## src/rtl/irq_ctrl_pkg.sv

```systemverilog
package irq_ctrl_pkg;

    typedef enum logic [1:0] {
        IM_OPCODE = 2'd0,
        IM_FIXED  = 2'd1,
        IM_TABLE  = 2'd2
    } im_mode_e;

    localparam logic [1:0] IM_RESERVED = 2'd3;

    // Single-byte restart opcode: 11 nnn 111
    function automatic logic is_restart(input logic [7:0] op);
        return (op[7:6] == 2'b11) && (op[2:0] == 3'b111);
    endfunction

    // Page-zero address of a restart opcode: nnn * 8
    function automatic logic [5:0] restart_offset(input logic [7:0] op);
        return {op[5:3], 3'b000};
    endfunction

endpackage

```

## src/rtl/irq_cfg_regs.sv

```systemverilog
module irq_cfg_regs
    import irq_ctrl_pkg::*;
#(
    parameter int BYTE_W = 8
) (
    input  logic              clk,
    input  logic              rst_n,
    input  logic              im_set,
    input  logic [1:0]        im_val,
    input  logic              base_load,
    input  logic [BYTE_W-1:0] base_data,
    output im_mode_e          mode_o,
    output logic [BYTE_W-1:0] base_o
);

    typedef struct packed {
        im_mode_e          mode;
        logic [BYTE_W-1:0] base;
    } cfg_t;

    cfg_t cfg_d, cfg_q;

    always_comb begin
        cfg_d = cfg_q;
        if (im_set && (im_val != IM_RESERVED)) begin
            cfg_d.mode = im_mode_e'(im_val);
        end
        if (base_load) begin
            cfg_d.base = base_data;
        end
    end

    always_ff @(posedge clk) begin
        if (!rst_n) begin
            cfg_q.mode <= IM_OPCODE;
            cfg_q.base <= '0;
        end else begin
            cfg_q <= cfg_d;
        end
    end

    assign mode_o = cfg_q.mode;
    assign base_o = cfg_q.base;

    // a legal mode value is loaded on the strobe
    a_r7_mode_load: assert property (@(posedge clk) disable iff (!rst_n)
        (im_set && (im_val != IM_RESERVED)) |=> (cfg_q.mode == $past(im_val)));

    // the reserved value leaves the mode as it was
    a_r7_reserved_kept: assert property (@(posedge clk) disable iff (!rst_n)
        (im_set && (im_val == IM_RESERVED)) |=> $stable(cfg_q.mode));

    // the base register follows its load strobe only
    a_r10_base_hold: assert property (@(posedge clk) disable iff (!rst_n)
        !base_load |=> $stable(cfg_q.base));

endmodule

```

## src/rtl/irq_enable_ctl.sv

```systemverilog
module irq_enable_ctl (
    input  logic clk,
    input  logic rst_n,
    input  logic ei,
    input  logic di,
    input  logic retn,
    input  logic nmi_req,
    input  logic int_req,
    output logic nmi_take,
    output logic int_take
);

    typedef struct packed {
        logic en;        // live maskable enable
        logic shadow;    // copy kept across a non-maskable interrupt
        logic nmi_prev;  // previous sample of the non-maskable request
    } ena_t;

    ena_t ena_d, ena_q;

    logic nmi_edge;

    always_comb begin
        nmi_edge = nmi_req && !ena_q.nmi_prev;
        nmi_take = nmi_edge;
        int_take = int_req && ena_q.en && !nmi_edge;

        ena_d          = ena_q;
        ena_d.nmi_prev = nmi_req;
        if (nmi_edge) begin
            ena_d.shadow = ena_q.en;
            ena_d.en     = 1'b0;
        end else if (int_take) begin
            ena_d.en = 1'b0;
        end else if (retn) begin
            ena_d.en = ena_q.shadow;
        end else if (di) begin
            ena_d.en = 1'b0;
        end else if (ei) begin
            ena_d.en = 1'b1;
        end
    end

    always_ff @(posedge clk) begin
        if (!rst_n) begin
            ena_q <= '0;
        end else begin
            ena_q <= ena_d;
        end
    end

    // the shadow bit captures the enable bit and the enable bit clears
    a_r6_nmi_save: assert property (@(posedge clk) disable iff (!rst_n)
        nmi_take |=> ((ena_q.shadow == $past(ena_q.en)) && !ena_q.en));

    // a lone return restores the enable bit from the shadow bit
    a_r6_retn_restore: assert property (@(posedge clk) disable iff (!rst_n)
        (retn && !nmi_take && !int_take) |=> (ena_q.en == $past(ena_q.shadow)));

    // taking a maskable interrupt leaves the enable bit cleared
    a_r3_accept_clears: assert property (@(posedge clk) disable iff (!rst_n)
        int_take |=> !ena_q.en);

    // a held request is taken only once
    a_r4_single_edge: assert property (@(posedge clk) disable iff (!rst_n)
        nmi_take |=> !nmi_take);

    // di overrides ei when nothing else acts
    a_r2_di_wins: assert property (@(posedge clk) disable iff (!rst_n)
        (di && !retn && !nmi_take && !int_take) |=> !ena_q.en);

endmodule

```

## src/rtl/irq_vector_gen.sv

```systemverilog
module irq_vector_gen
    import irq_ctrl_pkg::*;
#(
    parameter int              BYTE_W     = 8,
    parameter int              ADDR_W     = 16,
    parameter logic [ADDR_W-1:0] NMI_ADDR   = 16'h0066,
    parameter logic [ADDR_W-1:0] FIXED_ADDR = 16'h0038
) (
    input  logic              nmi_sel,
    input  im_mode_e          mode,
    input  logic [BYTE_W-1:0] base,
    input  logic [BYTE_W-1:0] bus_byte,
    output logic [ADDR_W-1:0] target,
    output logic              fetch
);

    localparam int TABLE_W = 2 * BYTE_W;

    logic [7:0]         opcode;
    logic [TABLE_W-1:0] table_addr;

    assign opcode     = bus_byte[7:0];
    assign table_addr = {base, bus_byte};

    always_comb begin
        target = '0;
        fetch  = 1'b0;
        if (nmi_sel) begin
            target = NMI_ADDR;
        end else begin
            unique case (mode)
                IM_OPCODE: begin
                    if (is_restart(opcode)) begin
                        target = ADDR_W'(restart_offset(opcode));
                    end else begin
                        fetch = 1'b1;
                    end
                end
                IM_FIXED: target = FIXED_ADDR;
                IM_TABLE: target = ADDR_W'(table_addr);
                default:  target = FIXED_ADDR;
            endcase
        end
    end

    // a bus fetch is requested only for a non-restart opcode in mode 0
    a_r8_fetch_only_opcode: assert final (!fetch ||
        (!nmi_sel && (mode == IM_OPCODE) && !is_restart(opcode)));

endmodule

```

## src/rtl/irq_ctrl.sv

```systemverilog
module irq_ctrl
    import irq_ctrl_pkg::*;
#(
    parameter int              BYTE_W     = 8,
    parameter int              ADDR_W     = 16,
    parameter logic [ADDR_W-1:0] NMI_ADDR   = 16'h0066,
    parameter logic [ADDR_W-1:0] FIXED_ADDR = 16'h0038
) (
    input  logic              clk,
    input  logic              rst_n,
    input  logic              ei,
    input  logic              di,
    input  logic              im_set,
    input  logic [1:0]        im_val,
    input  logic              retn,
    input  logic              nmi_req,
    input  logic              int_req,
    input  logic [BYTE_W-1:0] bus_byte,
    input  logic              base_load,
    input  logic [BYTE_W-1:0] base_data,
    output logic              int_ack,
    output logic              nmi_ack,
    output logic [ADDR_W-1:0] target_addr,
    output logic              fetch_bus
);

    typedef struct packed {
        logic              int_ack;
        logic              nmi_ack;
        logic [ADDR_W-1:0] target;
        logic              fetch;
    } out_t;

    im_mode_e          mode;
    logic [BYTE_W-1:0] base;
    logic              nmi_take;
    logic              int_take;
    logic [ADDR_W-1:0] vec_target;
    logic              vec_fetch;
    out_t              out_d, out_q;

    irq_cfg_regs #(.BYTE_W(BYTE_W)) u_cfg (
        .clk       (clk),
        .rst_n     (rst_n),
        .im_set    (im_set),
        .im_val    (im_val),
        .base_load (base_load),
        .base_data (base_data),
        .mode_o    (mode),
        .base_o    (base)
    );

    irq_enable_ctl u_ena (
        .clk      (clk),
        .rst_n    (rst_n),
        .ei       (ei),
        .di       (di),
        .retn     (retn),
        .nmi_req  (nmi_req),
        .int_req  (int_req),
        .nmi_take (nmi_take),
        .int_take (int_take)
    );

    irq_vector_gen #(
        .BYTE_W     (BYTE_W),
        .ADDR_W     (ADDR_W),
        .NMI_ADDR   (NMI_ADDR),
        .FIXED_ADDR (FIXED_ADDR)
    ) u_vec (
        .nmi_sel  (nmi_take),
        .mode     (mode),
        .base     (base),
        .bus_byte (bus_byte),
        .target   (vec_target),
        .fetch    (vec_fetch)
    );

    always_comb begin
        out_d         = out_q;
        out_d.int_ack = int_take;
        out_d.nmi_ack = nmi_take;
        if (int_take || nmi_take) begin
            out_d.target = vec_target;
            out_d.fetch  = vec_fetch;
        end
    end

    always_ff @(posedge clk) begin
        if (!rst_n) begin
            out_q <= '0;
        end else begin
            out_q <= out_d;
        end
    end

    assign int_ack     = out_q.int_ack;
    assign nmi_ack     = out_q.nmi_ack;
    assign target_addr = out_q.target;
    assign fetch_bus   = out_q.fetch;

    // at most one acknowledge at a time
    a_r5_one_ack: assert property (@(posedge clk) disable iff (!rst_n)
        $countones({int_ack, nmi_ack}) <= 1);

    // a non-maskable acknowledge carries the fixed handler address
    a_r4_nmi_target: assert property (@(posedge clk) disable iff (!rst_n)
        nmi_ack |-> ((target_addr == NMI_ADDR) && !fetch_bus));

    // mode 1 always lands on the fixed restart address
    a_r9_fixed_target: assert property (@(posedge clk) disable iff (!rst_n)
        (int_take && (mode == IM_FIXED)) |=> ((target_addr == FIXED_ADDR) && !fetch_bus));

    // the target holds while nothing is taken
    a_r11_hold: assert property (@(posedge clk) disable iff (!rst_n)
        (!int_take && !nmi_take) |=> ($stable(target_addr) && $stable(fetch_bus)));

endmodule

```

## config.mk

```make
export PLATFORM = sky130hd
export DESIGN_NAME = irq_ctrl
export DESIGN_NICKNAME = d
export VERILOG_FILES = /design/src/rtl/irq_ctrl_pkg.sv /design/src/rtl/irq_cfg_regs.sv /design/src/rtl/irq_enable_ctl.sv /design/src/rtl/irq_vector_gen.sv /design/src/rtl/irq_ctrl.sv
export SDC_FILE = /design/constraint.sdc
export NUM_CORES = 1
export LEC_CHECK = 0
export ABC_CLOCK_PERIOD_IN_PS = 1960
export BUFFER_PORTS_ARGS = -buffer_cell sky130_fd_sc_hd__buf_2
export CORE_MARGIN = 2
export CORE_UTILIZATION = 38
export DETAILED_ROUTE_END_ITERATION = 16
export PLACE_DENSITY = 0.7
export SLEW_MARGIN = 20
export SYNTH_ARGS = -nofsm -noshare
export SYNTH_HDL_FRONTEND = slang
export SYNTH_HIERARCHICAL = 1
export SYNTH_SLANG_ARGS = --single-unit
```

## constraint.sdc

```tcl
create_clock -name clk -period 1.96 [get_ports clk]
set_input_delay 0.392 -clock clk [delete_from_list [all_inputs] [get_ports clk]]
set_output_delay 0.392 -clock clk [all_outputs]
set_load 0.02 [all_outputs]
```

* Yosys cells after proc, flatten, opt, wreduce, memory -nomap -nowiden
Index checks and enable logic that the tools add are counted.
W data, S select, Z words.
** Word-level totals
- Flip-flop bits (word level) :: 32
- Input bits :: 27
- Output and inout port bits :: 19
** Cells by class
- Equality and inequality tests :: 4
- Mux-type cells :: 9
- Bitwise operators :: 1
- Reductions and logical operators :: 11
** Operators with widths (count)
- $pmux W16 S2 :: 1
- $mux W16 :: 1
- $mux W1 :: 6
- $mux W6 :: 1
- $logic_and A1 B1 Y1 :: 5
- $eq A2 B2 Y1 const B :: 2
- $eq A3 B3 Y1 const B :: 1
- $reduce_bool A3 Y1 :: 1
- $reduce_or A3 Y1 :: 1
- $logic_not A1 Y1 :: 2
- $logic_not A2 Y1 :: 1
- $ne A2 B2 Y1 const B :: 1
- $logic_or A1 B1 Y1 :: 1
- $not A1 Y1 :: 1

* Depth between registers and ports, before layout
Gate-level depths: netlist (run 1).
- Word-level depth :: 5
- Mapped depth :: 7
- Depth with buffers taken out :: 5

* Hierarchy
Netlist (run 1), hierarchy kept.
** Modules (own cells, without submodules)
- irq_ctrl :: times used 1, cells each 83, area an instance 787.0 sq um, sequential area each 380.4 sq um
- irq_cfg_regs :: times used 1, cells each 32, area an instance 380.4 sq um, sequential area each 200.2 sq um
- irq_vector_gen :: times used 1, cells each 30, area an instance 210.2 sq um, sequential area each 0.0 sq um
- irq_enable_ctl :: times used 1, cells each 14, area an instance 128.9 sq um, sequential area each 60.1 sq um

* Least setup slack after synthesis (run 1)
Ideal clock, no wire load.
- Kind :: input to register
- Start point :: input port nmi_req
- End point :: register out_q, in the netlist target_addr[10]
- Setup time :: 0.067 ns
- Arrival time :: 1.402 ns
- Slack :: 0.491 ns
- Cell stages on the path :: 7
- Cells stage by stage :: nor2b_4 -> nor2_1 -> buf_4 -> or2_1 -> buf_6 -> buf_12 -> o21ai_2
** Between the ends
- Longest elaborated chain between the ends :: 4
** RTL lines
- from (decl) :: RTL line irq_ctrl.sv:16 : input logic nmi_req,
- $logic_and A1 B1 Y1 :: RTL line irq_enable_ctl.sv:24 : nmi_edge = nmi_req && !ena_q.nmi_prev;
- $logic_not A1 Y1 :: RTL line irq_enable_ctl.sv:26 : int_take = int_req && ena_q.en && !nmi_edge;
- $logic_and A1 B1 Y1 :: RTL line irq_enable_ctl.sv:26
- named net int_take :: RTL line irq_ctrl.sv:37 : logic int_take;
- $logic_or A1 B1 Y1 :: RTL line irq_ctrl.sv:83 : if (int_take || nmi_take) begin
- to (signal assigned) :: RTL line irq_ctrl.sv:93 : out_q <= out_d;
- to (decl) :: RTL line irq_ctrl.sv:40 : out_t out_d, out_q;
The timed path passes the listed nets, and every way through them passes these cells.
A chain may end at the register's enable or synchronous reset.

* Worst setup path after layout (run 1)
- Start point :: register u_ena/ena_q[2] (netlist name)
- End point :: register out_q, in the netlist target_addr[13]
** Between the ends
- Longest elaborated chain between the ends :: 3
** RTL lines
- from (decl) :: RTL line irq_enable_ctl.sv:19 : ena_t ena_d, ena_q;
- from (signal assigned) :: RTL line irq_enable_ctl.sv:48 : ena_q <= ena_d;
- $logic_and A1 B1 Y1 (2 in a row) :: RTL line irq_enable_ctl.sv:26
- named net int_take :: RTL line irq_ctrl.sv:37
- $logic_or A1 B1 Y1 :: RTL line irq_ctrl.sv:83
The timed path passes the listed nets, and every way through them passes these cells.

==> results of run 1 <==
## kinds of logic (layout without fill, tap and decap cells)
family / count (synthesis) / count (layout) / share of synthesized area, %
AND/OR/NAND/NOR: 59 / 59 / 22.51
AO/OA/AOI/OAI: 46 / 46 / 22.76
flip-flops: 32 / 32 / 42.52
buffers and inverters: 13 / 59 / 6.229
multiplexers: 9 / 9 / 5.980
## Yosys cell counts, types with 3 or more instances
cell	number	area (µm²)
dfxtp_1	32	640.6
nand2_1	21	78.83
o211ai_1	19	142.6
and2_1	12	75.07
nor2b_1	11	68.82
o21ai_2	10	87.58
mux2i_1	9	90.09
o21ai_0	9	45.04
clkbuf_1	5	18.77
a21o_1	3	22.52
buf_6	3	33.78
## worst max-delay path, delay by kind of cell, from the launching register on
family             cells  cell delay (ps)
and+or+nand+nor        3              780
AOI/OAI and AO/OA      1              200
DFF                    1              350
## sequential cells by signal, summed over array words and instances (netlist names)
signal        count
fetch_bus         1
int_ack           1
nmi_ack           1
target_addr      16
u_cfg/base_o      8
u_cfg/mode_o      2
u_ena/ena_q       3
## stage by stage
stage | worst slack, ps | utilization [%]
detailed placement | 238.5 | 46.46
floorplan | 490.5 | -
CTS | 438.2 | 48.93
global placement | 279.5 | 46.46
global route | 317.4 | 48.93
finish | 460.2 | 48.93
## cell type report
class | instances | area [µm²]
clock buffers | 6 | 82.58
clock inverters | 2 | 10.01
fillers | 370 | 1912
inverters | 1 | 3.754
multi-input cells | 114 | 772.0
flip-flops and latches | 32 | 640.6
well taps | 48 | 60.06
repair buffers | 50 | 262.8
## power by group
part	switching, mW	total (mW)	leakage, nW	internal, mW
sequential	0.0155	0.690	0.261	0.675
clock	0.238	0.518	0.0510	0.280
combinational	0.0934	0.167	0.489	0.0737
total	0.347	1.38	0.802	1.03
## path summary, 6_finish.rpt
path                                startpoint  cells past startpoint  slack, ps              end
worst min register to register  target_addr[9]                      2        460   target_addr[9]
worst max register to register  u_ena/ena_q[2]                      4        460  target_addr[13]
worst max-delay path            u_ena/ena_q[2]                      4        460  target_addr[13]
worst min-delay path                   nmi_req                      2        340   u_ena/ena_q[0]
## layer usage
| metal | part of all wire, % | vias to the layer above | GRT usage [%] |
|---|---|---|---|
| met2 | 46 | 33 | 24.00 |
| met4 | 1.1 | 0 | 6.122 |
| met5 | 0 | - | 0 |
| met3 | 5.5 | 4 | 4.392 |
| met1 | 47 | 566 | 19.57 |
| li1 | - | 653 | - |
==> flow_summary.json, run 1 <==
{
  "hpwl_mm": 2.219,
  "die_y_um": 66.96,
  "die_w_um": 66.96,
  "cp-end-kind": "flop",
  "syn_nets": 186,
  "critPathKind": "flop to flop",
  "cp.required_ps": 2090,
  "tightest_slew_ps": 737.2,
  "cpPeakStageDelay_ps": 600,
  "grt_setup_unrepaired": "no",
  "hold_viol_final": 0,
  "cts_setup_buffers": 0,
  "track_usage_pct": 15.28,
  "antenna_cells": 0,
  "viasPerCell": 4.964,
  "cts_tree": "built",
  "cts_resized": 0,
  "coreArea_um2": 3744,
  "area_delta_synth_final_pct": 21.59,
  "place_congestion": 0.7071,
  "syn_area_um2": 1506,
  "syn_inst": 159,
  "grt_remaining_overflow": 0,
  "place_area_um2": 1739,
  "drc": 0,
  "ant_nets": 0,
  "syn_avg_cell_area_um2": 9.474,
  "ys_ff_latch": 32,
  "nets": 231,
  "die_area_um2": 4484,
  "relSlewSlack_pct": 50.85,
  "synth_enable_flop_cells": 0,
  "clk_latency_ps": 280,
  "timing.critical_path.arrival_ps": 1630,
  "start_util_pct": 40.24,
  "timing.hold.ws_ps": 344.7,
  "critical_path.max_fanout": 17,
  "cts_buffers": 5,
  "place.port_buffers": 45,
  "slew_violations": 0,
  "ir_drop_mv": 0.3519,
  "skew_ps": 6.341,
  "totalPowerFinal_mw": 1.375,
  "synth_warnings": 6,
  "layout_commonest_cell": "buf_2",
  "fin_crit_ps": 1500,
  "setup_tns_ps": 0,
  "synthFlopType": "dfxtp_1",
  "final_cells": 253,
  "hold_class": "input port to flop",
  "holdBufCountCts": 0,
  "wire_per_inst_um": 12.50,
  "fin_crit_sh_pct": 76.52,
  "power_density_nw_per_um2": 750.9,
  "leakagePower_nw": 0.8016,
  "synth_cell_types": 29,
  "cp_slowest_cell": "or2_1",
  "drtIter0Drc": 94,
  "status": "finished, final reports clean",
  "clock_sinks": 32,
  "drt-pass1-iter-count": 4,
  "grt_pass1_wl_mm": 5.133,
  "num_vias": 1256,
  "place_inst": 245,
  "fin_area_um2": 1832,
  "setup_viol": 0,
  "grt_pass1_vias": 1101,
  "async_flop_share_pct": 0,
  "grt_max_degree": 25,
  "clock.fmax_mhz": 666.7,
  "htreeDepth": 2,
  "cts_root_buf": "clkbuf_8",
  "rows": 22,
  "grt_antenna_before_repair": 0,
  "routed_wl_mm": 3.163,
  "ios": 46,
  "crit_path_start_kind": "flop",
  "crit_path_cell_trace": "nand2_1 -> nor2_1 -> or2_1 -> o21ai_0",
  "drive_above_1_share_pct": 36.10,
  "clock_path_buffers": 2,
  "layout_common_cells": "buf_2 (45), dfxtp_1 (32), nand2_1 (21)",
  "maxCapViolations": 0,
  "cts.reportedPaths.clkPinSlew_ps": 60,
  "synth_seq_area_share_pct": 42.52
}
(Power assumes the default switching activity.)
==> inputs of run 2 (changes only) <==
--- a/config.mk
+++ b/config.mk
@@ -5,12 +5,12 @@
 export SDC_FILE = /design/constraint.sdc
 export NUM_CORES = 1
 export LEC_CHECK = 0
-export ABC_CLOCK_PERIOD_IN_PS = 1960
+export ABC_CLOCK_PERIOD_IN_PS = 1200
 export BUFFER_PORTS_ARGS = -buffer_cell sky130_fd_sc_hd__buf_2
 export CORE_MARGIN = 2
 export CORE_UTILIZATION = 38
 export DETAILED_ROUTE_END_ITERATION = 16
-export PLACE_DENSITY = 0.7
+export PLACE_DENSITY = 0.72
 export SLEW_MARGIN = 20
 export SYNTH_ARGS = -nofsm -noshare
 export SYNTH_HDL_FRONTEND = slang
==> constraint.sdc (replaced) <==
create_clock -name clk -period 1.2 [get_ports clk]
set_input_delay 0.24 -clock clk [delete_from_list [all_inputs] [get_ports clk]]
set_output_delay 0.24 -clock clk [all_outputs]
set_load 0.02 [all_outputs]
==> run 2 against run 1 <==
Non-clock buffer count is 13 higher. The run now ends with setup timing left. Critical path type unchanged. Critical endpoint is now target_addr[15]. Largest cell class unchanged. Flip-flop and latch count stayed put. Clock power increased by 97%. Utilization increased by 5.7 points.
==> flow_summary.json, run 2 (synthesized netlist as in run 1, its figures left out) <==
{
  "status": "finished with violations",
  "failed_checks": "setup timing",
  "rows": 22,
  "hold_class": "input port to flop",
  "area_delta_synth_final_pct": 35.88,
  "grt_remaining_overflow": 0,
  "cts.reportedPaths.clkPinSlew_ps": 70,
  "pre_cts_ws_ps": -176.5,
  "viasPerCell": 4.985,
  "num_vias": 1326,
  "r2r-end": "target_addr[15]",
  "timing.critical_path.arrival_ps": 1460,
  "cp-startpoint": "u_ena/ena_q[0]",
  "grt_max_degree": 50,
  "ir_drop_mv": 0.7612,
  "routed_wl_mm": 3.463,
  "cts_root_buf": "clkbuf_8",
  "skew_ps": 4.514,
  "ant_nets": 0,
  "fillers": 376,
  "slew_violations": 0,
  "fin_crit_ps": 1235,
  "power_density_nw_per_um2": 1225,
  "grt_pass1_vias": 1213,
  "setup_viol": 8,
  "r2r_start": "u_ena/ena_q[0]",
  "maxCapViolations": 0,
  "r2r_setup_slack_ps": -40,
  "relSlewSlack_pct": 84.10,
  "crit_path_start_kind": "flop",
  "holdBufCountCts": 0,
  "clock_sinks": 32,
  "track_usage_pct": 16.63,
  "cp-end-kind": "flop",
  "critPathKind": "flop to flop",
  "hpwl_mm": 2.439,
  "die_w_um": 66.96,
  "place_area_um2": 1846,
  "place.port_buffers": 45,
  "hold_viol_final": 0,
  "grt_antenna_before_repair": 0,
  "start_util_pct": 40.24,
  "layout_commonest_cell": "buf_2",
  "cts_tree": "built",
  "grt_pass1_wl_mm": 5.485,
  "clock.fmax_mhz": 809.7,
  "timing.hold.ws_ps": 189.8,
  "worstRegToRegCells": 5,
  "die_y_um": 66.96,
  "grt_setup_unrepaired": "yes",
  "layout_setup_ws_ps": -35.07,
  "endpoint": "target_addr[15]",
  "leakagePower_nw": 0.9103,
  "drt-pass1-iter-count": 4,
  "tightest_slew_ps": 238.5,
  "cts_buffers": 5,
  "cp.required_ps": 1420,
  "layout_common_cells": "buf_2 (45), dfxtp_1 (29), nand2_1 (21)",
  "htreeDepth": 2,
  "antenna_cells": 0,
  "clock_path_buffers": 2,
  "wire_per_inst_um": 13.02,
  "fin_crit_sh_pct": 102.9,
  "largest_register_ffs": 16,
  "drive_above_1_share_pct": 45.41,
  "place_congestion": 0.8133,
  "drtIter0Drc": 39,
  "clk_latency_ps": 290,
  "ios": 46,
  "drc": 0,
  "worstHoldPathCells": 2,
  "critical_path.max_fanout": 5,
  "nets": 244,
  "die_area_um2": 4484,
  "fin_area_um2": 2047,
  "coreArea_um2": 3744
}
-- run 2: cell types whose count changed in the layout (fill, tap and decap cells not counted), sizes merged --
cell and delta:
clkinv -1, buf +13, bufinv +1
-- run 2: what timing repair did --
action | CTS | global route
gates cloned | 0 | 0
resized for setup | 11 | 11
endpoints found under the setup margin | 17 | 18
pin swaps | 1 | 1
buffers inserted | 3 | 1
-- run 2: worst min-delay path by stage --
stage | end | slack (ps) | from
4_1_cts | u_ena/ena_q[0] | 180 | nmi_req
3_3_place_gp | u_ena/ena_q[2] | 450 | u_ena/ena_q[1]
6_report | u_ena/ena_q[0] | 190 | nmi_req
3_5_place_dp | u_ena/ena_q[2] | 450 | u_ena/ena_q[1]
2_1_floorplan | u_ena/ena_q[2] | 370 | rst_n
5_1_grt | u_ena/ena_q[0] | 190 | nmi_req
-- run 2: layer usage --
metal  GRT usage (%)  share of wire, %  up-vias
li1                -                 -      676
met1           20.33                44      604
met2           25.87                48       39
met3           6.757               6.2        7
met4           6.633               1.6        0
met5               0                 0        -
-- run 2: critical path: stages (launching register included) --
cell and delay [ps]:
dfxtp_2 330, nor2b_4 220, nor2_2 80, or2_4 260, buf_4 160, o21ai_1 130
-- run 2: metrics by stage --
step | TNS [ps] | utilization, % | power, mW | std cells
floorplan | -1857 | - | 1.340 | 159
CTS | -95.47 | 53.71 | 2.516 | 265
detailed placement | -2232 | 49.30 | 1.471 | 254
global placement | -1603 | 49.30 | 1.468 | 254
finish | -106.6 | 54.68 | 2.507 | 266
global route | -924.9 | 54.68 | 2.614 | 266
-- run 2: cell type report --
class                      instances  area [µm²]  area share (%)
timing repair buffer              63       425.4           20.78
inverter                           1       3.754          0.1834
sequential                        32       644.4           31.48
tap                               48       60.06           2.934
clock inverter                     2       35.03           1.711
multi-input combinational        114       805.8           39.36
clock buffer                       6       72.57           3.545
-- run 2: where the power goes --
group | switching (mW) | total (mW) | internal (mW)
combinational | 0.176 | 0.358 | 0.183
clock | 0.406 | 1.02 | 0.616
sequential | 0.0232 | 1.13 | 1.10
total | 0.605 | 2.51 | 1.90
==> inputs of run 3 (changes only) <==
--- a/config.mk
+++ b/config.mk
@@ -6,7 +6,7 @@
 export NUM_CORES = 1
 export LEC_CHECK = 0
 export ABC_CLOCK_PERIOD_IN_PS = 1200
-export BUFFER_PORTS_ARGS = -buffer_cell sky130_fd_sc_hd__buf_2
+export BUFFER_PORTS_ARGS = -buffer_cell sky130_fd_sc_hd__buf_4
 export CORE_MARGIN = 2
 export CORE_UTILIZATION = 38
 export DETAILED_ROUTE_END_ITERATION = 16
==> run 3 against run 2 <==
Largest cell class unchanged. The run now ends clean. Critical path type unchanged. Clock power decreased by 25%. Critical endpoint is now target_addr[13]. Wire length decreased by 1.3%. Worst setup slack improved by 37 ps. Clock skew decreased by 1.1 ps.
==> flow_summary.json, run 3 (synthesized netlist as in run 1, its figures left out) <==
{
  "cp.required_ps": 1420,
  "drtIter0Drc": 64,
  "leakagePower_nw": 0.8972,
  "track_usage_pct": 17.47,
  "die_y_um": 66.96,
  "ir_drop_mv": 0.7458,
  "cts_buffers": 5,
  "layout_commonest_cell": "buf_4",
  "layout_common_cells": "buf_4 (58), dfxtp_1 (30), nand2_1 (21)",
  "ant_nets": 0,
  "viasPerCell": 5.113,
  "htreeDepth": 2,
  "routed_wl_mm": 3.419,
  "cp-startpoint": "u_ena/ena_q[0]",
  "nets": 244,
  "grt_setup_unrepaired": "yes",
  "drt-pass1-iter-count": 4,
  "grt_pass1_wl_mm": 5.782,
  "multi_input_area_um2": 790.8,
  "place.port_buffers": 45,
  "cts.reportedPaths.clkPinSlew_ps": 60,
  "largest_register_ffs": 16,
  "clk_latency_ps": 280,
  "critPathKind": "flop to flop",
  "area_delta_synth_final_pct": 37.79,
  "clock_sinks": 32,
  "cts_tree": "built",
  "die_w_um": 66.96,
  "clock_path_buffers": 2,
  "hold_viol_final": 0,
  "antenna_cells": 0,
  "fin_area_um2": 2076,
  "slew_violations": 0,
  "hpwl_mm": 2.524,
  "drc": 0,
  "grt_remaining_overflow": 0,
  "status": "finished, final reports clean",
  "drive_above_1_share_pct": 42.86,
  "wire_per_inst_um": 12.90,
  "grt_antenna_before_repair": 0,
  "num_vias": 1355,
  "critical_path.max_fanout": 5,
  "fin_crit_ps": 1198,
  "maxCapViolations": 0,
  "setup_viol": 0,
  "start_util_pct": 40.24,
  "timing.critical_path.arrival_ps": 1410,
  "tightest_slew_ps": 224.7,
  "holdBufCountCts": 0,
  "rows": 22,
  "clock.fmax_mhz": 834.6,
  "grt_max_degree": 29,
  "crit_path_start_kind": "flop",
  "grt_pass1_vias": 1291,
  "die_area_um2": 4484,
  "place_area_um2": 1953,
  "relSlewSlack_pct": 84.95,
  "timing.hold.ws_ps": 185.7,
  "place_congestion": 0.7389,
  "r2r_start": "u_ena/ena_q[0]",
  "coreArea_um2": 3744,
  "cts_root_buf": "clkbuf_8",
  "regArea_um2": 643.1,
  "fillers": 365,
  "hold_class": "input port to flop",
  "ios": 46,
  "fin_crit_sh_pct": 99.85,
  "skew_ps": 3.435,
  "min-delay-start": "nmi_req",
  "cp-end-kind": "flop",
  "power_density_nw_per_um2": 1089
}
## run 3: timing repair
item,CTS,global route
hold endpoints to repair,0,0
gates resized for setup,10,6
endpoints found under the setup margin,16,17
pin swaps,4,2
buffers inserted,4,1
## run 3: path summary, 6_finish.rpt
kind,slack (ps),end,depth (start not counted)
worst max-delay path,2,target_addr[13],5
worst min-delay path,190,u_ena/ena_q[0],2
worst max register to register,2,target_addr[13],5
worst min register to register,460,fetch_bus,2
## run 3: metrics by stage
stage               cells  setup WS (ps)  TNS (ps)  utilization, %  power, mW
global placement      255         -126.8     -1768           52.17      1.496
global route          265         -86.29    -961.7           55.45      2.379
detailed placement    255         -161.4     -2010           52.17      1.501
CTS                   265         -5.776    -6.178           54.95      2.271
floorplan             159         -145.8     -1857               -      1.340
finish                265          1.751         0           55.45      2.261
## run 3: where the power goes
| part | switching, mW | total, mW | internal [mW] |
|---|---|---|---|
| registers | 0.0245 | 1.13 | 1.10 |
| clock network | 0.374 | 0.768 | 0.393 |
| logic | 0.170 | 0.365 | 0.195 |
## run 3: per-layer routing
layer  GRT usage (%)  vias up  share of wire, %
li1                -      673                 -
met1           20.60      628                44
met2           28.38       42                48
met3           6.588       12               6.0
met4           7.143        0               2.3
met5               0        -                 0
## run 3: worst max-delay path: stages, from the launching register on
cell     delay [ps]
dfxtp_2         320
nor2b_4         190
nor2_2           70
or2_4           250
buf_4           170
o21ai_2         130
## run 3: layout make-up
cell class	instances	area share, %
flip-flops and latches	32	30.98
well taps	48	2.893
repair buffers	63	24.11
clock inverters	1	0.2411
inverters	1	0.1808
multi-input cells	114	38.10
clock buffers	6	3.496
